===== src/rtl/unstick_pkg.sv =====
// Shared encodings for the bus recovery sequencer.
// Assumes the engine's control byte layout listed below.
package unstick_pkg;

    localparam logic [7:0] CTL_EN  = 8'h80;  // engine enable
    localparam logic [7:0] CTL_MS  = 8'h20;  // master mode / start
    localparam logic [7:0] CTL_RS  = 8'h04;  // repeated start
    localparam logic [7:0] CTL_RSV = 8'h02;  // reserved bit used by erratum path
    localparam logic [7:0] CTL_OFF = 8'h00;

    typedef enum logic [4:0] {
        ST_IDLE,
        G_CTL_OFF, G_STS_CLR, G_START, G_RD_A, G_SETTLE,
        G_RSTA, G_RD_B, G_GAP, G_STOP, G_RD_C, G_HOLD, G_OFF,
        E_START, E_POLL_BB, E_OFF, E_MSTA, E_MEN_MSTA, E_POLL_BB2,
        E_RD, E_POLL_IF, E_FIN
    } step_e;

endpackage


===== src/rtl/unstick_timer.sv =====
// Microsecond interval timer.
// Counts tick pulses from zero after a clear; expired_o is high once the
// count equals the limit. Assumes the limit is held while counting.
module unstick_timer #(
    parameter int TW = 7
) (
    input  logic          clk,
    input  logic          rst_n,
    input  logic          clr_i,
    input  logic          tick_i,
    input  logic [TW-1:0] limit_i,
    output logic          expired_o
);

    logic [TW-1:0] cnt_q;

    // Tick counter, saturating at the limit.
    always_ff @(posedge clk) begin
        if (!rst_n)
            cnt_q <= '0;
        else if (clr_i)
            cnt_q <= '0;
        else if (tick_i && (cnt_q < limit_i))
            cnt_q <= cnt_q + 1'b1;
    end

    // Expiry flag.
    always_comb expired_o = (cnt_q == limit_i);

endmodule


===== src/rtl/unstick_fsm.sv =====
// Step sequencer for both recovery flavours.
// One engine access per step cycle; timed steps use the external timer,
// which is cleared on every step change. Assumes sts_i is live status.
module unstick_fsm import unstick_pkg::*; #(
    parameter int PASSES    = 9,
    parameter int SETTLE_US = 15,
    parameter int GAP_US    = 5,
    parameter int POLL_US   = 100,
    parameter int BUSY_BIT  = 5,
    parameter int ARB_BIT   = 4,
    parameter int IF_BIT    = 1,
    parameter int TW        = 7,
    parameter int PW        = 4
) (
    input  logic          clk,
    input  logic          rst_n,
    input  logic          go_i,
    input  logic          erratum_i,
    input  logic [7:0]    sts_i,
    input  logic          tmr_exp_i,
    output logic          tmr_clr_o,
    output logic [TW-1:0] tmr_lim_o,
    output logic          ctl_wr_o,
    output logic [7:0]    ctl_data_o,
    output logic          sts_clr_o,
    output logic          dat_rd_o,
    output logic          busy_o,
    output logic          done_o,
    output logic          err_o
);

    step_e         state_q, state_d;
    logic [PW-1:0] pass_q;
    logic          stuck_q;
    logic          done_q, err_q;
    logic          abort;
    logic          last_pass;
    logic          bb_seen, arb_seen, if_seen;

    always_comb begin
        last_pass = (pass_q == PW'(PASSES - 1));
        bb_seen   = sts_i[BUSY_BIT];
        arb_seen  = sts_i[ARB_BIT];
        if_seen   = sts_i[IF_BIT];
    end

    // Next-step selection and abort detection.
    always_comb begin
        state_d = state_q;
        abort   = 1'b0;
        unique case (state_q)
            ST_IDLE:    if (go_i) state_d = erratum_i ? E_START : G_CTL_OFF;
            G_CTL_OFF:  state_d = G_STS_CLR;
            G_STS_CLR:  state_d = G_START;
            G_START:    state_d = G_RD_A;
            G_RD_A:     state_d = G_SETTLE;
            G_SETTLE:   if (tmr_exp_i) state_d = G_RSTA;
            G_RSTA:     state_d = G_RD_B;
            G_RD_B:     state_d = last_pass ? G_STOP : G_GAP;
            G_GAP:      if (tmr_exp_i) state_d = G_CTL_OFF;
            G_STOP:     state_d = G_RD_C;
            G_RD_C:     state_d = G_HOLD;
            G_HOLD:     if (tmr_exp_i) state_d = G_OFF;
            G_OFF:      state_d = ST_IDLE;
            E_START:    state_d = E_POLL_BB;
            E_POLL_BB: begin
                if (bb_seen)
                    state_d = arb_seen ? E_OFF : E_RD;
                else if (tmr_exp_i) begin
                    abort   = 1'b1;
                    state_d = ST_IDLE;
                end
            end
            E_OFF:      state_d = E_MSTA;
            E_MSTA:     state_d = E_MEN_MSTA;
            E_MEN_MSTA: state_d = E_POLL_BB2;
            E_POLL_BB2: begin
                if (bb_seen)
                    state_d = E_RD;
                else if (tmr_exp_i) begin
                    abort   = 1'b1;
                    state_d = ST_IDLE;
                end
            end
            E_RD:       state_d = E_POLL_IF;
            E_POLL_IF: begin
                if (if_seen)
                    state_d = E_FIN;
                else if (tmr_exp_i) begin
                    abort   = 1'b1;
                    state_d = ST_IDLE;
                end
            end
            E_FIN:      state_d = ST_IDLE;
            default:    state_d = ST_IDLE;
        endcase
    end

    // Timer control: restart on every step change, limit by step kind.
    always_comb begin
        tmr_clr_o = (state_d != state_q);
        unique case (state_q)
            G_SETTLE, G_HOLD:                  tmr_lim_o = TW'(SETTLE_US);
            G_GAP:                             tmr_lim_o = TW'(GAP_US);
            E_POLL_BB, E_POLL_BB2, E_POLL_IF:  tmr_lim_o = TW'(POLL_US);
            default:                           tmr_lim_o = '0;
        endcase
    end

    // Engine access decode, one strobe per access step.
    always_comb begin
        ctl_wr_o   = 1'b0;
        ctl_data_o = CTL_OFF;
        sts_clr_o  = 1'b0;
        dat_rd_o   = 1'b0;
        unique case (state_q)
            G_CTL_OFF, G_OFF, E_OFF: ctl_wr_o = 1'b1;
            G_STS_CLR:               sts_clr_o = 1'b1;
            G_START, E_START: begin
                ctl_wr_o   = 1'b1;
                ctl_data_o = CTL_EN | CTL_MS;
            end
            G_RSTA: begin
                ctl_wr_o   = 1'b1;
                ctl_data_o = CTL_EN | CTL_MS | CTL_RS;
            end
            G_STOP: begin
                ctl_wr_o   = 1'b1;
                ctl_data_o = CTL_EN;
            end
            E_MSTA: begin
                ctl_wr_o   = 1'b1;
                ctl_data_o = CTL_MS | CTL_RSV;
            end
            E_MEN_MSTA: begin
                ctl_wr_o   = 1'b1;
                ctl_data_o = CTL_EN | CTL_MS | CTL_RSV;
            end
            E_FIN: begin
                ctl_wr_o   = 1'b1;
                ctl_data_o = CTL_EN | (stuck_q ? CTL_RSV : CTL_OFF);
            end
            G_RD_A, G_RD_B, G_RD_C, E_RD: dat_rd_o = 1'b1;
            default: ;
        endcase
    end

    // Step register.
    always_ff @(posedge clk) begin
        if (!rst_n) state_q <= ST_IDLE;
        else        state_q <= state_d;
    end

    // Pass counter for the generic flavour.
    always_ff @(posedge clk) begin
        if (!rst_n)
            pass_q <= '0;
        else if (state_q == ST_IDLE && go_i)
            pass_q <= '0;
        else if (state_q == G_GAP && tmr_exp_i)
            pass_q <= pass_q + 1'b1;
    end

    // Stuck-SDA verdict, taken when bus-busy is first seen.
    always_ff @(posedge clk) begin
        if (!rst_n)
            stuck_q <= 1'b0;
        else if (state_q == E_POLL_BB && bb_seen)
            stuck_q <= arb_seen;
    end

    // Completion and error pulses.
    always_ff @(posedge clk) begin
        if (!rst_n) begin
            done_q <= 1'b0;
            err_q  <= 1'b0;
        end else begin
            done_q <= (state_q == G_OFF) || (state_q == E_FIN);
            err_q  <= abort;
        end
    end

    // Status outputs.
    always_comb begin
        busy_o = (state_q != ST_IDLE);
        done_o = done_q;
        err_o  = err_q;
    end

endmodule


===== src/rtl/i2c_bus_unstick.sv =====
// Top of the bus recovery sequencer: step sequencer plus tick timer.
// Assumes us_tick_i is a single-cycle pulse and sts_i is the engine's
// live status byte.
module i2c_bus_unstick #(
    parameter int PASSES    = 9,
    parameter int SETTLE_US = 15,
    parameter int GAP_US    = 5,
    parameter int POLL_US   = 100,
    parameter int BUSY_BIT  = 5,
    parameter int ARB_BIT   = 4,
    parameter int IF_BIT    = 1
) (
    input  logic       clk,
    input  logic       rst_n,
    input  logic       go_i,
    input  logic       erratum_i,
    input  logic       us_tick_i,
    input  logic [7:0] sts_i,
    output logic       ctl_wr_o,
    output logic [7:0] ctl_data_o,
    output logic       sts_clr_o,
    output logic       dat_rd_o,
    output logic       busy_o,
    output logic       done_o,
    output logic       err_o
);

    localparam int TMAX_A = (SETTLE_US > GAP_US) ? SETTLE_US : GAP_US;
    localparam int TMAX   = (TMAX_A > POLL_US) ? TMAX_A : POLL_US;
    localparam int TW     = $clog2(TMAX + 1);
    localparam int PW     = (PASSES > 1) ? $clog2(PASSES) : 1;

    logic          tmr_clr;
    logic          tmr_exp;
    logic [TW-1:0] tmr_lim;

    unstick_fsm #(
        .PASSES(PASSES), .SETTLE_US(SETTLE_US), .GAP_US(GAP_US),
        .POLL_US(POLL_US), .BUSY_BIT(BUSY_BIT), .ARB_BIT(ARB_BIT),
        .IF_BIT(IF_BIT), .TW(TW), .PW(PW)
    ) u_fsm (
        .clk        (clk),
        .rst_n      (rst_n),
        .go_i       (go_i),
        .erratum_i  (erratum_i),
        .sts_i      (sts_i),
        .tmr_exp_i  (tmr_exp),
        .tmr_clr_o  (tmr_clr),
        .tmr_lim_o  (tmr_lim),
        .ctl_wr_o   (ctl_wr_o),
        .ctl_data_o (ctl_data_o),
        .sts_clr_o  (sts_clr_o),
        .dat_rd_o   (dat_rd_o),
        .busy_o     (busy_o),
        .done_o     (done_o),
        .err_o      (err_o)
    );

    unstick_timer #(.TW(TW)) u_tmr (
        .clk       (clk),
        .rst_n     (rst_n),
        .clr_i     (tmr_clr),
        .tick_i    (us_tick_i),
        .limit_i   (tmr_lim),
        .expired_o (tmr_exp)
    );

endmodule


===== config.mk =====
export PLATFORM = sky130hd
export DESIGN_NAME = i2c_bus_unstick
export DESIGN_NICKNAME = d
export VERILOG_FILES = /design/src/rtl/unstick_pkg.sv /design/src/rtl/unstick_timer.sv /design/src/rtl/unstick_fsm.sv /design/src/rtl/i2c_bus_unstick.sv
export SDC_FILE = /design/constraint.sdc
export NUM_CORES = 1
export LEC_CHECK = 0
export ABC_CLOCK_PERIOD_IN_PS = 4100
export BUFFER_PORTS_ARGS = -buffer_cell sky130_fd_sc_hd__buf_2
export CAP_MARGIN = 10
export CORE_ASPECT_RATIO = 0.5
export CORE_MARGIN = 2
export CORE_UTILIZATION = 57
export CTS_CLUSTER_DIAMETER = 50
export DETAILED_ROUTE_END_ITERATION = 16
export PLACE_DENSITY_LB_ADDON = 0.08
export SYNTH_ARGS = -nofsm -noshare
export SYNTH_HDL_FRONTEND = slang
export SYNTH_SLANG_ARGS = --single-unit
export TNS_END_PERCENT = 20

===== constraint.sdc =====
create_clock -name clk -period 4.1 [get_ports clk]
set_input_delay 0.205 -clock clk [delete_from_list [all_inputs] [get_ports clk]]
set_output_delay 0.205 -clock clk [all_outputs]
set_load 0.005 [all_outputs]

==> flow_summary.yaml <==
grt:
  grt_pass1_wl_mm: 7.56
  grt_util_all_layers_pct: 26.5
  use_met3_pct: 6.48
  grt_pass1_vias: 1543
  grt_max_degree: 18
  grt_use_met1_pct: 36.4
  grt.overflow.total: 0
  grt-busiest-layer: "met2"
  grt_util_met2_pct: 43.2
  antenna_found_initial: 0
die:
  dieHeight_um: 43.6
  num_rows: 14
  ioPinCount: 27
  coreArea_um2: 3000
  die_x_um: 83.1
  die_area_um2: 3620
  initial_core_util_pct: 59.6
cells_and_area:
  n_fill_cell: 270
  layout-drive-gt1-share_pct: 20.3
  fin_nets: 260
  seq_area_um2: 380
  area_growth_pct: 7.50
  fin_area_um2: 1920
  final_cell_mix: "nor2_1, dfxtp_1, buf_2"
  utilization_pct: 64.0
  num_antenna_cells: 0
  multi_input_area_um2: 1250
  layoutNonFillerInstCount: 277
placement:
  place_inst: 273
  place.gp.congestion: 0.967
  hpwl_mm: 3.35
  dpl_cell_area_um2: 1870
  post-place-ws_ns: 0.509
  portBuffers: 17
sta:
  finalCritPeriodShare_pct: 89.6
  max_freq_mhz: 272
  rsz0062_at_grt: "no"
  setup-violations-final: 0
  fin_setup_tns_ns: 0
  maxSlewViolCount: 0
  maxSlewHeadroom_pct: 66.0
  fin_crit_ns: 3.67
  fin_ws_ns: 0.427
  hold_viol_final: 0
  fin_skew_ns: 0.00242
  worst_pin_slew_ns: 0.509
setup_path:
  startpoint_type: "register"
  worstPathArrival_ns: 3.82
  crit_slowest_cell: "dfxtp_1"
  crit_path_max_fanout: 13
  critPathCaptureType: "register"
  required_ns: 4.24
  crit_type: "reg2reg"
  worstPathCellList: "nor3b_1, o21bai_1, and2_2, nor2b_1, ha_1, nand3_1, nor3_1, o211ai_1, or4_1, o2111ai_2, nor4_1"
  cpPeakStageDelay_ns: 0.60
yosys:
  ys.flop_type: "dfxtp_1"
  synth-seq-area-share_pct: 21.3
  ys_types: 66
  synth_warnings: 0
  synth_edf_count: 0
  synthSimpleGateAreaFrac_pct: 36.9
  async_flop_share_pct: 0
  synth_seq_cells: 19
  synth_top_family_by_area: "simple AND/OR/NAND/NOR gates"
  synth_xor_area_share_pct: 4.91
  synthMuxAreaShare_pct: 2.24
  syn_area_per_cell_um2: 8.00
  synth-compound-area-share_pct: 19.0
  synth_fa_ha_area_share_pct: 6.31
  synthesis.area_um2: 1780
  netlist_instances: 223
clock_network:
  post_cts_buffers: 0
  cts_inserted_buffers: 3
  cts_buffer_depth: 2
  cts.repair.resized: 0
  cts_hold_buf: 0
  clk_pin_slew_worst_paths_ns: 0.08
  insertion_delay_ns: 0.27
  cts_tree: "yes"
  clock-sinks: 19
  htreeDepth: 1
  clockRootBuffer: "clkbuf_8"
status:
  status: "completed"
routing:
  via_count: 1741
  wire_per_inst_um: 16.1
  drt_iter0_drc: 209
  drc: 0
  vias_per_cell: 6.29
  first_pass_iters: 4
  wl_mm: 4.45
  ant_nets: 0
pwr:
  ir_drop_v: 0.000342
  power.density_nw_per_um2: 579
  leakage_nw: 0.740
flow_run:
  cap_violations: 0
hold_path:
  hold_path_class: "in2reg"
## metal layers
metal,wire length [um],up-vias,share of wire [%]
met3,403,8,9.1
met5,0,-,0
li1,-,849,-
met4,47,0,1.1
met1,2070,811,46
met2,1930,73,43
## power by group
| part | switching [mW] | total, mW | leakage [nW] | internal (mW) |
|---|---|---|---|---|
| clock network | 0.0737 | 0.143 | 0.0217 | 0.0688 |
| registers | 0.0475 | 0.251 | 0.154 | 0.204 |
| logic | 0.443 | 0.716 | 0.565 | 0.273 |
## cells by family (layout without fill, tap and decap cells)
logic type / count (synthesis) / count (layout)
flip-flops: 19 / 19
adder cells (fa/ha/maj): 9 / 9
XOR/XNOR: 10 / 10
AO/OA/AOI/OAI: 48 / 48
buffers and inverters: 30 / 41
other: 1 / 4
AND/OR/NAND/NOR: 102 / 102
multiplexers: 4 / 4
## critical path, delay by kind of cell (launching register included)
kind            cells  cell delay (ns)
simple gates        7             1.99
compound gates      3             0.62
flops               1             0.60
fa+ha+maj           1             0.32
## flip-flops by register name, indices dropped and copies added (netlist names)
register,count
u_fsm.done_o,1
u_fsm.err_o,1
u_fsm.state_q,5
u_fsm.stuck_q,1
u_tmr.cnt_q,7
u_fsm.pass_q,4
## metrics by stage
stage	hold WS, ns	power [mW]
6_report	0.210	1.11
5_1_grt	0.262	1.21
4_1_cts	0.209	1.10
3_5_place_dp	0.490	0.956
3_3_place_gp	0.474	0.950
2_1_floorplan	0.351	0.790
## synthesized netlist by cell type, types with 2 or more instances
library cell	n	area, um2
dfxtp_1	19	380
nor2_1	19	71.3
nand2_1	14	52.6
inv_1	13	48.8
a21oi_1	10	50.1
nor4_1	10	62.6
ha_1	9	113
buf_4	8	60.1
o21ai_0	8	40.0
xnor2_1	7	61.3
nor3_1	6	30.0
nand3_1	5	25.0
nor3b_1	5	37.5
a211oi_1	4	30.0
a31oi_1	4	25.0
buf_2	4	20.0
mux2i_1	4	40.0
nand4_1	4	25.0
nor2b_1	4	25.0
and4b_1	3	30.0
xor2_1	3	26.3
a41oi_1	2	17.5
and3_1	2	12.5
and3b_1	2	17.5
buf_1	2	7.51
buf_6	2	22.5
nand2b_1	2	12.5
nand4b_1	2	17.5
nor3_2	2	20.0
o211ai_1	2	15.0
o21bai_1	2	15.0
o22ai_1	2	12.5
o31ai_1	2	15.0
or2b_1	2	15.0
or3_1	2	12.5
or3_4	2	22.5
## final timing paths
kind                               startpoint                     endpoint  slack, ns  depth (start not counted)
hold reg to reg    u_fsm.stuck_q$_SDFFE_PN0P_   u_fsm.stuck_q$_SDFFE_PN0P_       0.52                          2
setup reg to reg  u_fsm.state_q[4]$_SDFF_PN0_  u_tmr.cnt_q[1]$_SDFFE_PP0P_       0.43                         11
hold / removal                       sts_i[4]   u_fsm.stuck_q$_SDFFE_PN0P_       0.21                          3
setup / recovery  u_fsm.state_q[4]$_SDFF_PN0_  u_tmr.cnt_q[1]$_SDFFE_PP0P_       0.43                         11
## final cells by class
cell class | instances | area share (%)
inverter | 13 | 2.54
tap | 40 | 2.61
sequential | 19 | 19.8
timing repair buffer | 24 | 7.18
clock inverter | 1 | 0.391
multi-input combinational | 177 | 65.3
clock buffer | 3 | 2.15
Power figures use the tool's default switching activity.
